--- config.mk ---
export PLATFORM = sky130hd
export DESIGN_NAME = vic_ctrl
export DESIGN_NICKNAME = d
export VERILOG_FILES = /design/src/rtl/vic_pkg.sv /design/src/rtl/vic_ext_trig.sv /design/src/rtl/vic_pick.sv /design/src/rtl/vic_arbiter.sv /design/src/rtl/vic_ctrl.sv
export SDC_FILE = /design/constraint.sdc
export NUM_CORES = 1
export LEC_CHECK = 0
export BUFFER_PORTS_ARGS = -buffer_cell sky130_fd_sc_hd__buf_2
export CORE_ASPECT_RATIO = 1.4
export CORE_MARGIN = 4
export CORE_UTILIZATION = 45
export DETAILED_ROUTE_END_ITERATION = 16
export PLACE_DENSITY_LB_ADDON = 0.25
export SLEW_MARGIN = 40
export SYNTH_ARGS = -nofsm -noshare
export SYNTH_HDL_FRONTEND = slang
export SYNTH_HIERARCHICAL = 1
export SYNTH_SLANG_ARGS = --single-unit
--- constraint.sdc ---
create_clock -name clk -period 2.4 [get_ports clk]
set_input_delay 0.6 -clock clk [delete_from_list [all_inputs] [get_ports clk]]
set_output_delay 0.6 -clock clk [all_outputs]
set_load 0.01 [all_outputs]
--- src/rtl/vic_pkg.sv ---
package vic_pkg;
    localparam int NSRC  = 5;
    localparam int NEXT  = 2;
    localparam int NTMR  = 2;
    localparam int NLVL  = 2;
    localparam int VEC_W = $clog2(NSRC);
    localparam int DW    = 8;
    localparam int GLOB_BIT = DW - 1;
    localparam int SER_IDX  = NSRC - 1;

    typedef struct packed {
        logic            glob;
        logic [NSRC-1:0] en;
        logic [NSRC-1:0] prio;
        logic [NEXT-1:0] mode;
        logic [NTMR-1:0] tflag;
        logic [NLVL-1:0] insvc;
    } ctl_t;

    typedef struct packed {
        logic samp;
        logic prev;
        logic flag;
    } ext_t;
endpackage

--- src/rtl/vic_ext_trig.sv ---
module vic_ext_trig (
    input  logic clk,
    input  logic rst_n,
    input  logic pin_i,
    input  logic edge_mode_i,
    input  logic clr_i,
    output logic req_o
);
    import vic_pkg::*;

    ext_t st_d, st_q;
    logic fall;

    always_comb begin
        st_d      = st_q;
        fall      = st_q.prev & ~st_q.samp;
        st_d.samp = pin_i;
        st_d.prev = st_q.samp;
        if (!edge_mode_i)  st_d.flag = 1'b0;
        else if (fall)     st_d.flag = 1'b1;
        else if (clr_i)    st_d.flag = 1'b0;
    end

    always_ff @(posedge clk) begin
        if (!rst_n) st_q <= '{samp: 1'b1, prev: 1'b1, flag: 1'b0};
        else        st_q <= st_d;
    end

    assign req_o = edge_mode_i ? st_q.flag : ~st_q.samp;
endmodule

--- src/rtl/vic_pick.sv ---
module vic_pick #(
    parameter int N = vic_pkg::NSRC,
    parameter int W = vic_pkg::VEC_W
) (
    input  logic [N-1:0] req_i,
    output logic         any_o,
    output logic [W-1:0] idx_o
);
    always_comb begin
        any_o = |req_i;
        idx_o = '0;
        for (int i = N - 1; i >= 0; i--) begin
            if (req_i[i]) idx_o = W'(i);
        end
    end
endmodule

--- src/rtl/vic_arbiter.sv ---
module vic_arbiter
    import vic_pkg::*;
(
    input  logic [NSRC-1:0]  pend_i,
    input  logic [NSRC-1:0]  prio_i,
    input  logic [NLVL-1:0]  insvc_i,
    output logic             valid_o,
    output logic [VEC_W-1:0] idx_o,
    output logic             hi_o
);
    logic             hi_any, lo_any;
    logic [VEC_W-1:0] hi_idx, lo_idx;

    vic_pick #(.N(NSRC), .W(VEC_W)) u_hi (
        .req_i(pend_i & prio_i), .any_o(hi_any), .idx_o(hi_idx));
    vic_pick #(.N(NSRC), .W(VEC_W)) u_lo (
        .req_i(pend_i & ~prio_i), .any_o(lo_any), .idx_o(lo_idx));

    always_comb begin
        valid_o = 1'b0;
        idx_o   = '0;
        hi_o    = 1'b0;
        if (hi_any && !insvc_i[1]) begin
            valid_o = 1'b1;
            idx_o   = hi_idx;
            hi_o    = 1'b1;
        end else if (lo_any && insvc_i == '0) begin
            valid_o = 1'b1;
            idx_o   = lo_idx;
        end
    end
endmodule

--- src/rtl/vic_ctrl.sv ---
module vic_ctrl
    import vic_pkg::*;
(
    input  logic             clk,
    input  logic             rst_n,
    input  logic [NEXT-1:0]  ext_pin_i,
    input  logic [NTMR-1:0]  tmr_ovf_i,
    input  logic             ser_tx_i,
    input  logic             ser_rx_i,
    input  logic             en_we_i,
    input  logic             prio_we_i,
    input  logic             mode_we_i,
    input  logic [DW-1:0]    wdata_i,
    input  logic             ack_i,
    input  logic             reti_i,
    output logic             irq_o,
    output logic [VEC_W-1:0] vec_o,
    output logic             lvl_hi_o,
    output logic [NLVL-1:0]  insvc_o
);
    ctl_t st_d, st_q;

    logic [NSRC-1:0] raw_req;
    logic [NSRC-1:0] pend;
    logic            take;

    assign take = ack_i & irq_o;

    // external pins at even indices, timers at the odd index above each
    for (genvar p = 0; p < NEXT; p++) begin : g_ext
        localparam logic [VEC_W-1:0] EIDX = VEC_W'(2 * p);
        vic_ext_trig u_trig (
            .clk        (clk),
            .rst_n      (rst_n),
            .pin_i      (ext_pin_i[p]),
            .edge_mode_i(st_q.mode[p]),
            .clr_i      (take && vec_o == EIDX),
            .req_o      (raw_req[2*p])
        );
    end

    for (genvar t = 0; t < NTMR; t++) begin : g_tmr
        assign raw_req[2*t+1] = st_q.tflag[t];
    end

    assign raw_req[SER_IDX] = ser_tx_i | ser_rx_i;
    assign pend = raw_req & st_q.en & {NSRC{st_q.glob}};

    vic_arbiter u_arb (
        .pend_i (pend),
        .prio_i (st_q.prio),
        .insvc_i(st_q.insvc),
        .valid_o(irq_o),
        .idx_o  (vec_o),
        .hi_o   (lvl_hi_o)
    );

    always_comb begin
        st_d = st_q;
        if (en_we_i) begin
            st_d.glob = wdata_i[GLOB_BIT];
            st_d.en   = wdata_i[NSRC-1:0];
        end
        if (prio_we_i) st_d.prio = wdata_i[NSRC-1:0];
        if (mode_we_i) st_d.mode = wdata_i[NEXT-1:0];

        for (int t = 0; t < NTMR; t++) begin
            if (tmr_ovf_i[t])
                st_d.tflag[t] = 1'b1;
            else if (take && vec_o == VEC_W'(2 * t + 1))
                st_d.tflag[t] = 1'b0;
        end

        if (reti_i) begin
            if (st_q.insvc[1]) st_d.insvc[1] = 1'b0;
            else               st_d.insvc[0] = 1'b0;
        end
        if (take) begin
            if (lvl_hi_o) st_d.insvc[1] = 1'b1;
            else          st_d.insvc[0] = 1'b1;
        end
    end

    always_ff @(posedge clk) begin
        if (!rst_n) st_q <= '0;
        else        st_q <= st_d;
    end

    assign insvc_o = st_q.insvc;
endmodule

== Word level (Yosys, flattened, before mapping) ==
Index checks and enable logic that the tools add are counted.

* Register bits: 23
* Input bits: 21
* Word-level logic and storage cells: 74

* Equality and inequality tests: 3
* Muxes and demuxes: 30
* Bitwise gates (word level): 11
* Reductions and logical operators: 17

{| class="wikitable"
|+ Operators by type and width
! operator !! count
|-
| $mux W3 || 12
|-
| $and A5 B5 Y5 || 4
|-
| $mux W1 || 16
|-
| $reduce_or A5 Y1 || 2
|-
| $reduce_bool A2 Y1 || 4
|-
| $eq A3 B2 Y1 const B || 2
|-
| $logic_and A1 B1 Y1 || 6
|-
| $not A5 Y5 || 1
|-
| $mux W2 || 2
|-
| $reduce_and A2 Y1 || 2
|-
| $and A1 B1 Y1 || 3
|-
| $eq A3 B1 Y1 const B || 1
|-
| $logic_not A3 Y1 || 1
|-
| $logic_not A2 Y1 || 1
|-
| $not A1 Y1 || 2
|-
| $logic_not A1 Y1 || 1
|-
| $or A1 B1 Y1 || 1
|}

== Logic depth before layout (Yosys ltp) ==
Gate-level depths: netlist of the first run.

* Depth in word-level cells: 16
* Depth in mapped cells: 12

== Modules after synthesis ==
Netlist of the first run, hierarchy kept.

{| class="wikitable"
|+ By module, submodules not included
! module !! times used !! cells each !! area each (µm²) !! sequential area each (µm²)
|-
| vic_ctrl || 1 || 69 || 732.0 || 340.3
|-
| vic_ext_trig || 2 || 11 || 112.6 || 60.1
|-
| vic_arbiter || 1 || 23 || 141.4 || 0.0
|-
| vic_pick || 2 || 8 || 48.8 || 0.0
|}

== Least setup slack after synthesis of the first run ==
OpenSTA, ideal clock, no wires.

* Kind: flip-flop to output port
* Start: register st_q[4] (netlist name)
* End: output vec_o[2]
* Data arrival time: 1719 ps
* Data required time: 1800 ps
* Path slack: 81 ps
* Cell stages (with the launch flop): 8
* Path buffers: 0
* Path through: dfxtp_1 -> mux2i_1 -> and3_1 -> and2_1 -> nor4_2 -> nand2b_1 -> nand4bb_1 -> a21oi_1

* Elaborated cells between the ends (all ways): 13

{| class="wikitable"
|+ RTL lines
! item !! RTL line !! text
|-
| start: declaration || vic_ctrl.sv:21 || <nowiki>ctl_t st_d, st_q;</nowiki>
|-
| start signal: assignment || vic_ctrl.sv:86 || <nowiki>else st_q <= st_d;</nowiki>
|-
| $mux W1 || vic_ext_trig.sv:29 || <nowiki>assign req_o = edge_mode_i ? st_q.flag : ~st_q.samp;</nowiki>
|-
| named net raw_req[0] || vic_ctrl.sv:23 || <nowiki>logic [NSRC-1:0] raw_req;</nowiki>
|-
| $and A5 B5 Y5 (2 in a row) || vic_ctrl.sv:47 || <nowiki>assign pend = raw_req & st_q.en & {NSRC{st_q.glob}};</nowiki>
|-
| named net pend[0] || vic_ctrl.sv:24 || <nowiki>logic [NSRC-1:0] pend;</nowiki>
|-
| $and A5 B5 Y5 || vic_arbiter.sv:15 || <nowiki>.req_i(pend_i & prio_i), .any_o(hi_any), .idx_o(hi_idx));</nowiki>
|-
| $reduce_or A5 Y1 || vic_pick.sv:10 || <nowiki>any_o = |req_i;</nowiki>
|-
| named net u_arb.hi_any || vic_arbiter.sv:11 || <nowiki>logic hi_any, lo_any;</nowiki>
|-
| $logic_and A1 B1 Y1 || vic_arbiter.sv:23 || <nowiki>if (hi_any && !insvc_i[1]) begin</nowiki>
|-
| $mux W3 || vic_arbiter.sv:23 ||
|-
| end: declaration || vic_ctrl.sv:17 || <nowiki>output logic [VEC_W-1:0] vec_o,</nowiki>
|}

The timed path passes the listed nets, and every way through them passes these cells.

== Final worst setup path of the first run ==
* Start: register st_q[5] (netlist name)
* End: output vec_o[0]

The elaborated chain is that of the path after synthesis.

==> results_dict.tcl, run 1 <==
set metrics [dict create \
    fin_nets 186 \
    rsz0062_at_grt "yes" \
    gp_congestion 0.787 \
    violations "negative setup slack" \
    synth_area_um2 1200 \
    routed.top_layer "met4" \
    detail-route-antenna-nets 0 \
    via_per_inst 4.93 \
    finish.utilization_pct 59.8 \
    io_pins 28 \
    ir_drop_v 0.000349 \
    drt_iter0_markers 18 \
    power_density_nw_per_um2 454 \
    yosysTopAreaCell "dfxtp_1" \
    total_leakage_power_uw 0.000660 \
    synth_edf_count 0 \
    finalPower_uw 670 \
    clock_sinks 23 \
    track_usage_pct 15.8 \
    critical_path_class "register to primary output" \
    tightest_slew_ps 357 \
    die-area_um2 3560 \
    finalCritPeriodShare_pct 110 \
    wl_mm 2.60 \
    met3_length_um 54 \
    fin_setup_tns_ps -1070 \
    skew_ps 2.35 \
    hold_viol 0 \
    setup_viol 7 \
    port_buffers 25 \
    slew_viol_final 0 \
    coreArea_um2 2470 \
    yosysTopAreaCellShare_pct 38.5 \
    clockRootBuffer "clkbuf_4" \
    vias 976 \
    cts.reportedPaths.clkPinSlew_ps 130 \
    grt_start_max_net_pins 24 \
    maxSlewHeadroom_pct 76.2 \
    yosys-top-cells-area "dfxtp_1 (38%), mux2i_1 (13%), nor2b_1 (9.9%)" \
    async_reset_ff_share_pct 0 \
    arrival_ps 2050 \
    ys_seq_area_share_pct 38.5 \
    status "finished with violations" \
    finalWorstSetupSlack_ps -250 \
    ctsLongestPathBuffers 2 \
    cp_max_fo 4 \
    htreeDepth 1 \
    drive_gt1_share_pct 36.0 \
    synth_ff_type "dfxtp_1" \
    ys_types 28 \
    cts_buffers 3 \
    wl_met1_mm 1.10 \
    drcViolationCount 0 \
    firstDrtPassIters 3 \
    initial_core_util_pct 48.4 \
    critical_path_required_ps 1800 \
    die_x_um 51.6 \
    avgSynthCellArea_um2 9.20 \
    cts_tree "yes" \
    min_period_ps 2650 \
    cp-start-kind "register" \
    fmax_mhz 377 \
    dp_hpwl_mm 1.88 \
    first_global_vias 987 \
    drv_cap 0 \
    layout_common_cells "buf_2 (25), dfxtp_1 (20), nor2b_1 (17)" \
    ys_warn_count 6 \
    layoutNonFillerInstCount 198 \
    n_antenna_cell 0 \
    hp-class "primary input to register" \
    place_inst 188 \
    post-place-ws_ps -16.2 \
    final_common_cell "buf_2" \
    grt_overflow 0 \
    detail_route.wl_per_cell_um 13.1 \
    grt_pass1_wl_mm 4.38 \
    fp-row-count 21 \
    antenna_found_initial 0 \
    syn_inst 130 \
    area_growth_pct 23.5 \
    endpoint_kind "primary output" \
    clk_latency_ps 310 \
    die_h_um 69 \
    syn_nets 151 \
    wl_met2_mm 1.40 \
    synth_seq_cells 23 \
]
-- power breakdown --
group          total, uW  internal (uW)  switching [uW]
sequential           415            402            13.0
clock                180           64.8             115
combinational       76.0           41.0            35.0
total                670            507             163
-- area by class of cell --
type,instances,area (um2)
clock buffer,4,26.3
fill,254,992
inverter,7,26.3
multi-input combinational,95,714
sequential,23,464
tap,34,42.5
timing repair buffer,35,204
-- cells in the mapped netlist, types with 3 or more instances --
cell / count
dfxtp_1: 23
nor2b_1: 19
mux2i_1: 15
nand2b_1: 11
a21oi_1: 7
and2_1: 7
inv_1: 7
nand2_1: 5
and3_1: 4
buf_4: 4
nor2_1: 4
nand4bb_1: 3
-- stage by stage --
stage / hold WS (ps) / area, um2
CTS: 460 / 1430
floorplan: 424 / 1200
finish: 463 / 1480
global placement: 435 / 1350
global route: 461 / 1480
detailed placement: 445 / 1350
-- flip-flops by register name, indices dropped and copies added, names as in the netlist --
signal	count
g_ext.u_trig/st_d	2
g_ext.u_trig/st_q	4
insvc_o	2
raw_req	2
st_q	13
-- kinds of logic (layout without fill, tap and decap cells) --
kind of cell | count (synthesis) | after routing | share of synthesized area (%)
flops | 23 | 23 | 38.5
simple gates | 64 | 64 | 34.6
compound gates | 16 | 16 | 8.68
mux | 15 | 15 | 12.6
buf+inv | 12 | 46 | 5.65
-- final timing paths --
check | startpoint | end | slack [ps] | depth (start not counted)
max reg2reg | st_q[5] | g_ext[1].u_trig/st_q[0] | -10 | 14
min | ext_pin_i[1] | g_ext[1].u_trig/st_d[1] | 460 | 2
min reg2reg | g_ext[0].u_trig/st_q[1] | g_ext[0].u_trig/st_q[0] | 470 | 2
max | st_q[5] | vec_o[0] | -250 | 10
-- worst max-delay path, cell delays in order (launching register included) --
cell and delay, ps:
dfxtp_2 350, mux2i_1 120, and3_1 180, and2_4 150, nor4_4 210, nand2b_1 140, buf_4 160, buf_6 110
nand2_1 90, a21oi_2 70, buf_2 150
-- timing repair --
| item | 4_1_cts | 5_1_grt |
|---|---|---|
| hold buffers | 0 | 0 |
| pin swaps | 6 | 5 |
| setup endpoints to repair | 5 | 8 |
| endpoints found under the hold margin | 0 | 0 |
| buffers inserted | 2 | 4 |
| resized for setup | 11 | 5 |
-- routing by layer --
| layer | vias to the layer above | GRT usage (%) |
|---|---|---|
| met5 | - | 0 |
| met4 | 0 | 7.00 |
| met3 | 4 | 2.59 |
| met2 | 11 | 26.6 |
| met1 | 454 | 19.1 |
| li1 | 507 | - |
No activity file was read; power rests on OpenSTA's default activity.
==> inputs of run 2 (changes only) <==
- CAP_MARGIN: unset -> 5
- CTS_BUF_LIST: unset -> sky130_fd_sc_hd__clkbuf_8
==> results_dict.tcl, run 2 (same netlist as run 1, synthesis figures left out) <==
set metrics [dict create \
    status "finished with violations" \
    violations "negative setup slack" \
    setup_viol 5 \
    wl_met1_mm 1.04 \
    ctsLongestPathBuffers 2 \
    die-area_um2 3560 \
    routed.top_layer "met4" \
    antenna_found_initial 0 \
    slowest_delay_ps 330 \
    hp-class "register to register" \
    critical_path_required_ps 1800 \
    grt_start_max_net_pins 24 \
    layoutNonFillerInstCount 197 \
    critical_path_class "register to primary output" \
    grt_pass1_wl_mm 4.38 \
    ir_drop_v 0.000381 \
    die_h_um 69 \
    nFillCells 250 \
    area_growth_pct 24.3 \
    arrival_ps 1960 \
    via_per_inst 4.93 \
    skew_ps 3.59 \
    reg_top3 "st_q: 13 flops, g_ext.u_trig/st_q: 4 flops" \
    finish.utilization_pct 60.2 \
    n_antenna_cell 0 \
    slew_viol_final 0 \
    coreArea_um2 2470 \
    clock_sinks 23 \
    worstPathCellList "mux2i_1 > and3_1 > and2_4 > nor4_4 > nand2b_1 > nand4bb_1 > a21oi_2 > buf_2" \
    clockRootBuffer "clkbuf_8" \
    htreeDepth 1 \
    firstDrtPassIters 4 \
    whs_ps 445 \
    min_period_ps 2560 \
    finalWorstSetupSlack_ps -161 \
    track_usage_pct 15.8 \
    rsz0062_at_grt "yes" \
    grt_overflow 0 \
    cts.reportedPaths.clkPinSlew_ps 80 \
    cts_hold_buf 0 \
    detail_route.wl_per_cell_um 12.9 \
    die_x_um 51.6 \
    wl_met2_mm 1.42 \
    maxSlewHeadroom_pct 77.4 \
    fin_setup_tns_ps -644 \
    cp_max_fo 5 \
    place_area_um2 1350 \
    place_inst 188 \
    detail-route-antenna-nets 0 \
    clk_latency_ps 260 \
    layout_common_cells "buf_2 (25), dfxtp_1 (19), nor2b_1 (17)" \
    first_global_vias 999 \
    hold_viol 0 \
    fp-row-count 21 \
    cpLargestDelayFamily "simple AND/OR/NAND/NOR gates" \
    tightest_slew_ps 338 \
    crit_slowest_cell "dfxtp_2" \
    cts_buffers 3 \
    drive_gt1_share_pct 35.6 \
    top_register "st_q" \
    vias 972 \
    post-route-cell-area_um2 1490 \
    met3_length_um 51 \
    cts_tree "yes" \
    cp.buffers_inverters 1 \
    wl_mm 2.54 \
    drt_iter0_markers 11 \
    power_density_nw_per_um2 483 \
    fmax_mhz 390 \
    fin_nets 185 \
    total_leakage_power_uw 0.000665 \
    largest_reg_flops 13 \
    io_pins 28 \
    cp-start-kind "register" \
    drcViolationCount 0 \
    initial_core_util_pct 48.4 \
    finalCritPeriodShare_pct 107 \
    drv_cap 0 \
    port_buffers 25 \
    gp_congestion 0.787 \
    dp_hpwl_mm 1.88 \
    endpoint_kind "primary output" \
    final_common_cell "buf_2" \
]
==> run 2: cell types whose count changed in the layout (fill, tap and decap cells not counted), sizes merged <==
cell / before / now
clkbuf: 4 / 3
inv: 7 / 8
buf: 35 / 34
==> run 2: worst reg2reg max path, cell delays in order, from the launching register on <==
cell	delay [ps]
dfxtp_2	330
mux2i_1	120
and3_1	190
and2_4	150
nor4_4	210
nand2b_1	150
buf_4	170
nand2_1	80
a21oi_2	70
buf_4	140
buf_4	140
nor4b_2	280
or2b_1	160
a21oi_2	50
==> run 2: worst paths after layout <==
| check | start | endpoint | slack [ps] | cells after the start |
|---|---|---|---|---|
| worst max-delay path | st_q[5] | vec_o[1] | -160 | 8 |
| worst min-delay path | g_ext[1].u_trig/st_d[1] | g_ext[1].u_trig/st_q[1] | 450 | 1 |
| worst max register to register | st_q[5] | g_ext[1].u_trig/st_q[0] | 70 | 13 |
| worst min register to register | g_ext[1].u_trig/st_d[1] | g_ext[1].u_trig/st_q[1] | 450 | 1 |
==> run 2: area by class of cell <==
| type | count | area [um2] | area share, % |
|---|---|---|---|
| clock buffer | 3 | 41.3 | 2.78 |
| tap | 34 | 42.5 | 2.86 |
| timing repair buffer | 34 | 193 | 13.0 |
| clock inverter | 1 | 3.75 | 0.253 |
| multi-input combinational | 95 | 714 | 48.1 |
| inverter | 7 | 26.3 | 1.77 |
| sequential | 23 | 465 | 31.3 |
==> run 2: what timing repair did <==
item,CTS,global route
setup buffers,2,3
pin swaps,6,5
resized for setup,11,4
endpoints found under the setup margin,5,8
==> run 2: power by group <==
group	total (uW)	internal, uW	leakage (uW)	switching (uW)
Combinational	75.2	40.6	0.000448	34.6
Clock	228	114	0.0000269	115
Sequential	415	402	0.000190	13.1
==> run 2: routing by layer <==
layer | GRT usage, % | up-vias
met5 | 0 | -
met4 | 7.00 | 0
met3 | 2.59 | 2
met2 | 27.2 | 9
met1 | 18.6 | 457
li1 | - | 504
==> run 2: per-stage QoR <==
step	power, uW	setup slack, ps
floorplan	467	80.7
global placement	491	22.7
detailed placement	495	-16.2
CTS	726	-137
global route	755	-299
finish	718	-161
